File: src/rtl/da_fir_pkg.sv
package da_fir_pkg;

  localparam int DEF_TAPS   = 92;
  localparam int DEF_COEF_W = 12;

  typedef struct packed {
    logic active;
    logic first;
    logic last;
  } step_t;

  // Placeholder coefficient set, all values kept within about +/-0.15
  function automatic logic [DEF_TAPS*DEF_COEF_W-1:0] default_coefs();
    logic [DEF_TAPS*DEF_COEF_W-1:0] v;
    v = '0;
    for (int k = 0; k < DEF_TAPS; k++) begin
      int c;
      c = ((k * 73 + 19) % 1201) - 600;
      v[k*DEF_COEF_W +: DEF_COEF_W] = DEF_COEF_W'(c);
    end
    return v;
  endfunction

endpackage

File: src/rtl/da_fir_taps.sv
module da_fir_taps #(
  parameter int NUM_TAPS = 92,
  parameter int PAD_TAPS = 92,
  parameter int DATA_W   = 8,
  parameter int SEL_W    = 3
) (
  input  logic                clk_i,
  input  logic                rst_ni,
  input  logic                shift_i,
  input  logic [DATA_W-1:0]   sample_i,
  input  logic [SEL_W-1:0]    bit_sel_i,
  output logic [PAD_TAPS-1:0] bits_o
);

  logic [DATA_W-1:0] tap_q [NUM_TAPS];

  always_ff @(posedge clk_i or negedge rst_ni) begin
    if (!rst_ni) begin
      for (int k = 0; k < NUM_TAPS; k++) tap_q[k] <= '0;
    end else if (shift_i) begin
      tap_q[0] <= sample_i;
      for (int k = 1; k < NUM_TAPS; k++) tap_q[k] <= tap_q[k-1];
    end
  end

  for (genvar k = 0; k < PAD_TAPS; k++) begin : g_bit
    if (k < NUM_TAPS) begin : g_real
      assign bits_o[k] = tap_q[k][bit_sel_i];
    end else begin : g_pad
      assign bits_o[k] = 1'b0;
    end
  end

endmodule

File: src/rtl/da_fir_lut.sv
module da_fir_lut #(
  parameter int                        GROUP   = 4,
  parameter int                        COEF_W  = 12,
  parameter int                        PART_W  = 15,
  parameter logic [GROUP*COEF_W-1:0]   COEFS_G = '0
) (
  input  logic [GROUP-1:0]          addr_i,
  output logic signed [PART_W-1:0]  part_o
);

  localparam int ENTRIES = 2 ** GROUP;

  function automatic int entry_sum(int e);
    int s;
    s = 0;
    for (int j = 0; j < GROUP; j++)
      if (((e >> j) & 1) == 1) s += int'(signed'(COEFS_G[j*COEF_W +: COEF_W]));
    return s;
  endfunction

  logic signed [PART_W-1:0] rom [ENTRIES];

  for (genvar e = 0; e < ENTRIES; e++) begin : g_rom
    assign rom[e] = PART_W'(entry_sum(e));
  end

  assign part_o = rom[addr_i];

endmodule

File: src/rtl/da_fir_acc.sv
module da_fir_acc #(
  parameter int ACC_W  = 33,
  parameter int PART_W = 20,
  parameter int SEL_W  = 3,
  parameter int OUT_W  = 8,
  parameter int DROP   = 12
) (
  input  logic                      clk_i,
  input  logic                      rst_ni,
  input  da_fir_pkg::step_t         step_i,
  input  logic [SEL_W-1:0]          bit_idx_i,
  input  logic signed [PART_W-1:0]  part_i,
  output logic                      valid_o,
  output logic [OUT_W-1:0]          data_o
);

  logic signed [ACC_W-1:0] acc_q, acc_d, term, base;

  always_comb begin
    term  = ACC_W'(part_i) <<< bit_idx_i;
    base  = step_i.first ? '0 : acc_q;
    // sign position carries negative weight
    acc_d = step_i.last ? base - term : base + term;
  end

  always_ff @(posedge clk_i or negedge rst_ni) begin
    if (!rst_ni) begin
      acc_q   <= '0;
      valid_o <= 1'b0;
      data_o  <= '0;
    end else begin
      valid_o <= step_i.active && step_i.last;
      if (step_i.active) acc_q <= acc_d;
      if (step_i.active && step_i.last) data_o <= acc_d[DROP +: OUT_W];
    end
  end

  assert_pulse_R4: assert property (@(posedge clk_i) disable iff (!rst_ni)
    valid_o |=> !valid_o);

  assert_hold_R8: assert property (@(posedge clk_i) disable iff (!rst_ni)
    !valid_o |-> $stable(data_o));

endmodule

File: src/rtl/da_fir.sv
module da_fir #(
  parameter int NUM_TAPS   = 92,
  parameter int GROUP_SIZE = 4,
  parameter int COEF_W     = 12,
  parameter int COEF_FRAC  = 12,
  parameter int DATA_W     = 8,
  parameter int DATA_FRAC  = 6,
  parameter int OUT_W      = 8,
  parameter int OUT_FRAC   = 6,
  parameter logic [NUM_TAPS*COEF_W-1:0] COEFS = da_fir_pkg::default_coefs()
) (
  input  logic              clk_i,
  input  logic              rst_ni,
  input  logic              valid_i,
  input  logic [DATA_W-1:0] data_i,
  output logic              valid_o,
  output logic [OUT_W-1:0]  data_o
);

  localparam int NUM_GROUPS = (NUM_TAPS + GROUP_SIZE - 1) / GROUP_SIZE;
  localparam int PAD_TAPS   = NUM_GROUPS * GROUP_SIZE;
  localparam int SEL_W      = $clog2(DATA_W);
  localparam int PART_W     = COEF_W + $clog2(GROUP_SIZE) + 1;
  localparam int TREE_W     = COEF_W + $clog2(PAD_TAPS) + 1;
  localparam int ACC_W      = TREE_W + DATA_W + 1;
  localparam int DROP       = COEF_FRAC + DATA_FRAC - OUT_FRAC;

  function automatic logic [GROUP_SIZE*COEF_W-1:0] group_coefs(int g);
    logic [GROUP_SIZE*COEF_W-1:0] v;
    v = '0;
    for (int j = 0; j < GROUP_SIZE; j++)
      if (g * GROUP_SIZE + j < NUM_TAPS)
        v[j*COEF_W +: COEF_W] = COEFS[(g*GROUP_SIZE+j)*COEF_W +: COEF_W];
    return v;
  endfunction

  logic             busy_q;
  logic [SEL_W-1:0] cnt_q;
  logic             accept_w, last_w;
  da_fir_pkg::step_t step_w;

  assign accept_w = valid_i && !busy_q;
  assign last_w   = busy_q && (cnt_q == SEL_W'(DATA_W - 1));
  assign step_w   = '{active: busy_q, first: busy_q && (cnt_q == '0), last: last_w};

  always_ff @(posedge clk_i or negedge rst_ni) begin
    if (!rst_ni) begin
      busy_q <= 1'b0;
      cnt_q  <= '0;
    end else if (accept_w) begin
      busy_q <= 1'b1;
      cnt_q  <= '0;
    end else if (busy_q) begin
      busy_q <= !last_w;
      cnt_q  <= last_w ? '0 : cnt_q + 1'b1;
    end
  end

  logic [PAD_TAPS-1:0] bits_w;

  da_fir_taps #(
    .NUM_TAPS (NUM_TAPS),
    .PAD_TAPS (PAD_TAPS),
    .DATA_W   (DATA_W),
    .SEL_W    (SEL_W)
  ) u_taps (
    .clk_i     (clk_i),
    .rst_ni    (rst_ni),
    .shift_i   (accept_w),
    .sample_i  (data_i),
    .bit_sel_i (cnt_q),
    .bits_o    (bits_w)
  );

  logic signed [PART_W-1:0] part_w [NUM_GROUPS];

  for (genvar g = 0; g < NUM_GROUPS; g++) begin : g_grp
    da_fir_lut #(
      .GROUP   (GROUP_SIZE),
      .COEF_W  (COEF_W),
      .PART_W  (PART_W),
      .COEFS_G (group_coefs(g))
    ) u_lut (
      .addr_i (bits_w[g*GROUP_SIZE +: GROUP_SIZE]),
      .part_o (part_w[g])
    );
  end

  logic signed [TREE_W-1:0] tree_w;

  always_comb begin
    tree_w = '0;
    for (int g = 0; g < NUM_GROUPS; g++) tree_w = tree_w + TREE_W'(part_w[g]);
  end

  da_fir_acc #(
    .ACC_W  (ACC_W),
    .PART_W (TREE_W),
    .SEL_W  (SEL_W),
    .OUT_W  (OUT_W),
    .DROP   (DROP)
  ) u_acc (
    .clk_i     (clk_i),
    .rst_ni    (rst_ni),
    .step_i    (step_w),
    .bit_idx_i (cnt_q),
    .part_i    (tree_w),
    .valid_o   (valid_o),
    .data_o    (data_o)
  );

  assert_accept_R2: assert property (@(posedge clk_i) disable iff (!rst_ni)
    (valid_i && !busy_q) |=> (busy_q && cnt_q == '0));

  assert_ignore_R3: assert property (@(posedge clk_i) disable iff (!rst_ni)
    (valid_i && busy_q && !last_w) |=> (busy_q && cnt_q == $past(cnt_q) + 1'b1));

  assert_latency_R4: assert property (@(posedge clk_i) disable iff (!rst_ni)
    valid_o |-> $past(last_w));

  assert_cnt_range_R4: assert property (@(posedge clk_i) disable iff (!rst_ni)
    32'(cnt_q) < DATA_W);

endmodule

File: config.mk
export PLATFORM = sky130hd
export DESIGN_NAME = da_fir
export DESIGN_NICKNAME = d
export VERILOG_FILES = /design/src/rtl/da_fir_pkg.sv /design/src/rtl/da_fir_taps.sv /design/src/rtl/da_fir_lut.sv /design/src/rtl/da_fir_acc.sv /design/src/rtl/da_fir.sv
export SDC_FILE = /design/constraint.sdc
export NUM_CORES = 2
export LEC_CHECK = 0
export ABC_AREA = 1
export BUFFER_PORTS_ARGS = -buffer_cell sky130_fd_sc_hd__buf_2
export CORE_ASPECT_RATIO = 0.8
export CORE_UTILIZATION = 40
export DETAILED_ROUTE_END_ITERATION = 8
export PLACE_DENSITY = 0.59
export SYNTH_ARGS = -nofsm -noshare
export SYNTH_HDL_FRONTEND = slang
export SYNTH_SLANG_ARGS = --single-unit
File: constraint.sdc
create_clock -name clk_i -period 20.3 [get_ports clk_i]
set_clock_uncertainty 0.15 [all_clocks]
set_input_delay 4.06 -clock clk_i [delete_from_list [all_inputs] [get_ports clk_i]]
set_output_delay 4.06 -clock clk_i [all_outputs]
set_load 0.02 [all_outputs]
# Word-level counts from Yosys, hierarchy flattened
# Memories as Yosys holds them, arrays and structs flattened.
# Index checks and enable logic that the tools add are counted.
# totals
mem_bits_ro,5520
output_inout_bits,9
memories,23
regBits,778
# mem_list
memory,depth,width,rd,rd_ports_with_merged_regs,write_ports,line_no,text
(name not given),16,15,1,0,0,da_fir_lut.sv:27,assign part_o = rom[addr_i];
(name not given),16,15,1,0,0,da_fir_lut.sv:27,
(name not given),16,15,1,0,0,da_fir_lut.sv:27,
(name not given),16,15,1,0,0,da_fir_lut.sv:27,
(name not given),16,15,1,0,0,da_fir_lut.sv:27,
(name not given),16,15,1,0,0,da_fir_lut.sv:27,
17 more memories,--,--,--,--,--,--,
# op_classes
n_shift,1
eq_ne,1
n_lt_le_gt_ge,24
reduce_logical,8
n_mux,237
add_sub_neg,25
n_bitwise,23
# op_table
op,count
15-bit 2-to-1 mux,46
20-bit by 15-bit adder with 20-bit output,17
1-bit binary-select mux with 3-bit select,92
5-bit >= comparator (second input constant),23
4-bit NOT with 5-bit output,23
1-bit 2-to-1 mux,94
29-bit 2-to-1 mux,2
29-bit adder,1
20-bit by 3-bit <<< shifter with 29-bit output,1
29-bit subtractor,1
19-bit by 15-bit adder with 20-bit output,1
18-bit by 15-bit adder with 19-bit output,1
17-bit by 15-bit adder with 18-bit output,1
16-bit by 15-bit adder with 17-bit output,1
15-bit by 15-bit adder with 16-bit output,1
3-bit 2-to-1 mux,3
1-bit logical AND,4
3-bit by 4-bit < comparator with 1-bit output (second input constant),1
3-bit by 1-bit adder with 3-bit output (second input constant),1
3-bit == test (second input constant),1
3-bit zero test,1
1-bit zero test,2
2-bit nonzero test,1

# Longest topological paths before layout
# logic_depth
ltp_word,31
mapped_depth,62

# By module
# Synthesis repeated with hierarchy kept, for this count alone.
# hier_totals
hier_cells,7807
hier_area_um2,57101.0
# by_module_without_submodules
module,area_per_inst_um2,cells_per_inst,seq_area_each_um2,n_inst
da_fir_taps,35626.7,4817,18417.7,1
da_fir,9790.6,1036,100.1,1
da_fir_acc,3424.5,556,725.7,1
da_fir_lut (g_grp[2].u_lut ...),371.6,62,0.0,2
da_fir_lut (g_grp[16].u_lut),476.7,76,0.0,1
da_fir_lut (g_grp[4].u_lut),474.2,80,0.0,1
da_fir_lut (g_grp[19].u_lut),436.7,76,0.0,1
da_fir_lut (g_grp[17].u_lut),421.7,68,0.0,1
da_fir_lut (g_grp[12].u_lut),417.9,71,0.0,1
da_fir_lut (g_grp[21].u_lut),401.6,64,0.0,1
da_fir_lut (g_grp[13].u_lut),394.1,69,0.0,1
da_fir_lut (g_grp[8].u_lut),389.1,71,0.0,1
da_fir_lut (g_grp[5].u_lut),385.4,63,0.0,1
da_fir_lut (g_grp[9].u_lut),372.9,62,0.0,1
11 more rows,--,--,--,--

# Least setup slack after synthesis
# No wires, ideal clock.
# synth_timing
path_type,flip-flop to flip-flop
start,register cnt_q[0]
end,register u_acc.acc_q[19]
t_arrival_ns,9.615
stages_incl_launch_ff,54
path_buffers,6
slack_ns,10.417
setup_time_ns,0.117
path_cell_list,dfrtp_1 -> buf_6 -> buf_6 -> buf_6 -> buf_4 -> buf_6 -> clkbuf_1 -> a21oi_1 -> o21ai_0 -> nand2_1 -> inv_1 -> o21ai_0 -> inv_1 -> ha_1 -> nor2_1 -> o21ai_0 -> o21ai_0 -> fa_1 -> (+18 left out) -> inv_1 -> nand3_1 -> clkinv_1 -> nand4_1 -> nor3_1 -> nand3b_1 -> nand3_1 -> nand2_1 -> ha_1 -> nand2_1 -> nor3_1 -> nand2_1 -> o311ai_0 -> nand3_1 -> nand2_1 -> nand2_1 -> nand3_1 -> nand2_1
# synth_via
elab_chain_cells,31
elab_cells_between_ends,307
cone_classes,24 x add/sub; 1 x eq/ne; 1 x shift; 232 x mux; 23 x bitwise; 3 x reduce/logical; 23 x memory
# synth_rtl
item,line_no,text
"start, declared",da_fir.sv:38,logic [SEL_W-1:0] cnt_q;
"start signal, assigned",da_fir.sv:55,cnt_q <= last_w ? '0 : cnt_q + 1'b1;
1-bit binary-select mux with 3-bit select,da_fir_taps.sv:28,assign bits_o[k] = tap_q[k][bit_sel_i];
1-bit 2-to-1 mux (not written as such),da_fir_taps.sv:28,
4-bit NOT with 5-bit output (not written as such),da_fir_lut.sv:27,
memory 16 x 15 bit,--,
15-bit 2-to-1 mux (not written as such) (2 in series),da_fir_lut.sv:27,
15-bit by 15-bit adder with 16-bit output,da_fir.sv:93,for (int g = 0; g < NUM_GROUPS; g++) tree_w = tree_w + TREE_W'(part_w[g]);
16-bit by 15-bit adder with 17-bit output,da_fir.sv:93,
17-bit by 15-bit adder with 18-bit output,da_fir.sv:93,
18-bit by 15-bit adder with 19-bit output,da_fir.sv:93,
19-bit by 15-bit adder with 20-bit output,da_fir.sv:93,
20-bit by 15-bit adder with 20-bit output (17 in series),da_fir.sv:93,
20-bit by 3-bit <<< shifter with 29-bit output,da_fir_acc.sv:20,term = ACC_W'(part_i) <<< bit_idx_i;
29-bit adder / 29-bit subtractor (equally long branches),da_fir_acc.sv:23,acc_d = step_i.last ? base - term : base + term;
29-bit 2-to-1 mux *,da_fir_acc.sv:23,
"end signal, assigned",da_fir_acc.sv:28,acc_q <= '0;
"end signal, assigned",da_fir_acc.sv:33,if (step_i.active) acc_q <= acc_d;
"end, declared",da_fir_acc.sv:17,"logic signed [ACC_W-1:0] acc_q, acc_d, term, base;"
# Mark *: on every way between the ends. The rest lies on a longest branch, timed or not. The select of a mux whose other input is x is not followed.
# A chain may end at the register's enable or synchronous reset.

# Worst setup path in the final report
# Ends and elaborated chain as after synthesis.

==> impl_metrics.toml <==
[outcome]
status = "finished, final reports clean"

[clocking]
cts_buffers = 84
path_clk_slew_ns = 0.06
cts_resized = 0
root_buffer = "clkbuf_16"
cts_sinks = 769
post_cts_buffers = 0
cts_tree = "yes"
clockBufferDepth = 3
clk_latency_ns = 0.70
hold_buffers = 0
htree_levels = 3

[yosys]
synth_cells = 6081
synth-seq-cells = 769
async_flop_share_pct = 100
synth_warnings = 0
ys.flop_type = "dfrtp_1"
synthDistinctLibCells = 68
synth.avg_cell_area_sq_um = 8.37
syn_area_sq_um = 50900
yosysSeqAreaShare_pct = 37.8
synth_edf_count = 0
syn_nets = 6572

[route]
drt_pass1_iterations = 6
drc = 0
wl_per_cell_um = 15.7
dr_total_vias = 38100
drt-initial-drc-count = 3160
ant_nets = 0
vias_per_cell = 4.99
wirelength_um = 120000

[setup_path]
arrival_ns = 12.94
worstPathRequired_ns = 20.72
worstPathMaxFanout = 190
end_kind = "flop"
reg2reg_to = "u_acc.acc_q[19]"
reg2reg_setup_slack_ns = 7.78
crit_top_cell = "nand2_1"
max_stage_delay_ns = 0.65
startpoint_type = "flop"
critical_path_class = "flop to flop"
crit_slowest_cell = "dfrtp_4"
reg2regPathDepth = 50
r2r-start = "cnt_q[0]"

[sta]
final_hold_viol_count = 0
finalCritPeriodShare_pct = 61.7
worst_pin_slew_ns = 1.07
finalSetupViolations = 0
slew_headroom_pct = 29.0
fin_crit_ns = 12.52
setup_tns_ns = 0
rsz0062_at_grt = "no"
worst_slack_ns = 7.78
timing.fmax_mhz = 79.9
drv_slew = 0

[die]
chipHeight_um = 321
dieArea_sq_um = 129000
core_sq_um = 126000
die_w_um = 401
start_util_pct = 40.5
rows = 116
design.portCount = 20

[grt]
grt.total_usage_pct = 19.0
grt_max_degree = 239
grt_pass1_vias = 36700
grt_pass1_wl_um = 200000
grt.overflow.total = 0
antenna_found_initial = 1

[min_path]
hold_class = "flop to flop"
hp-start = "u_acc.data_o[4]"
whs_path_depth = 2
whs_endpoint = "u_acc.data_o[4]"

[final_layout]
drive_gt1_share_pct = 10.0
n_antenna_cell = 0
final_util_pct = 43.5
n_fill_cell = 12500
final_nets = 6396
final_cell_mix = "nand2_1, inv_1, o21ai_0, dfrtp_1, a21oi_1"
final_common_cell = "nand2_1"
multi_input_area_sq_um = 26400
seq_area_sq_um = 19300
areaGrowthSynthToFinish_pct = 7.44

[placed_design]
dp_hpwl_um = 84000
gp_congestion = 0.882
port_buffers = 19
place_ws_ns = 7.84

[run]
max-cap-violations = 0
==> per-layer routing <==
layer	wire, um	track usage, %
met3	4990	2.99
met4	1960	3.89
met2	49300	26.9
met5	0	0
met1	63500	30.0
==> synth_stat cells (3+ instances only) <==
| master | n | area, sq um |
|---|---|---|
| nor2_2 | 8 | 50.1 |
| and2_1 | 3 | 18.8 |
| nand2_4 | 3 | 33.8 |
| dfrtp_1 | 769 | 19200 |
| inv_2 | 22 | 82.6 |
| buf_2 | 111 | 556 |
| nand4_1 | 12 | 75.1 |
| inv_1 | 947 | 3550 |
| a31oi_1 | 10 | 62.6 |
| a21oi_2 | 4 | 35.0 |
| buf_6 | 14 | 158 |
| buf_4 | 24 | 180 |
| nand2_1 | 1053 | 3950 |
| nor3_1 | 11 | 55.1 |
| or2_2 | 12 | 75.1 |
| xor2_1 | 30 | 263 |
| a21oi_1 | 536 | 2680 |
| or2_1 | 5 | 31.3 |
| o21ai_1 | 79 | 395 |
| o21ai_0 | 886 | 4430 |
| xnor2_1 | 9 | 78.8 |
| ha_1 | 227 | 2840 |
| o311ai_0 | 3 | 26.3 |
| clkbuf_1 | 143 | 537 |
| mux2_2 | 248 | 2790 |
| nand3_1 | 201 | 1010 |
| o221ai_1 | 3 | 26.3 |
| o31ai_1 | 9 | 67.6 |
| o211ai_1 | 15 | 113 |
| buf_1 | 18 | 67.6 |
| nand2_2 | 40 | 250 |
| clkinv_1 | 3 | 11.3 |
| nor2_1 | 248 | 931 |
| o21bai_1 | 5 | 37.5 |
| o22ai_1 | 15 | 93.8 |
| nand3_2 | 42 | 420 |
| o21ai_2 | 19 | 166 |
| fa_1 | 253 | 5060 |
| nor2_4 | 3 | 33.8 |
==> sequential cells by signal, summed over array words and instances (netlist names) <==
name,cells
u_acc.acc_q,20
busy_q,1
cnt_q,3
u_taps.tap_q,736
u_acc.valid_o,1
u_acc.data_o,8
==> how the worst max path moves through the flow <==
stage | start | cells after the start | endpoint | slack, ns
after CTS | cnt_q[0] | 49 | u_acc.acc_q[19] | 7.83
after detailed placement | cnt_q[0] | 47 | u_acc.acc_q[19] | 7.84
after floorplan | cnt_q[0] | 53 | u_acc.acc_q[19] | 10.42
after global placement | cnt_q[0] | 49 | u_acc.acc_q[19] | 7.93
after global routing | cnt_q[0] | 49 | u_acc.acc_q[19] | 6.88
final | cnt_q[0] | 50 | u_acc.acc_q[19] | 7.78
==> worst max-delay path, delay by kind of cell, from the launching register on <==
| family | cells | cell delay [ns] |
|---|---|---|
| AOI/OAI and AO/OA | 4 | 1.20 |
| adders and majority gates | 11 | 4.92 |
| buffers and inverters | 9 | 2.17 |
| DFF | 1 | 0.65 |
| and+or+nand+nor | 26 | 3.01 |
==> metrics by stage <==
stage	cell area, sq um	hold WS [ns]	cells
3_3_place_gp	51900	0.312	7471
3_5_place_dp	51900	0.314	7471
2_1_floorplan	50900	0.299	6081
5_1_grt	54700	0.351	7623
6_report	54700	0.326	7623
4_1_cts	54700	0.332	7623
==> kinds of logic (layout without fill, tap and decap cells) <==
kind of cell	after synthesis	in the layout	synth area share (%)
buf+inv	1289	1179	10.3
xor+xnor	39	39	0.671
fa+ha+maj	480	480	15.5
flops	769	769	37.8
mux	250	250	5.53
compound gates	1604	1604	16.4
simple gates	1650	1650	13.8
==> area by class of cell <==
type                            instances  share of cell area [%]
Clock inverter                         19                   0.350
Timing Repair Buffer                   53                   0.842
Tap cell                             1652                    3.78
Sequential cell                       769                    35.2
Inverter                              974                    6.73
Clock buffer                          133                    4.77
Multi-Input combinational cell       4023                    48.3
Power is left out: the tool's default activity adds up to more than one toggle a clock period on the data nets, which glitch-free logic cannot reach.
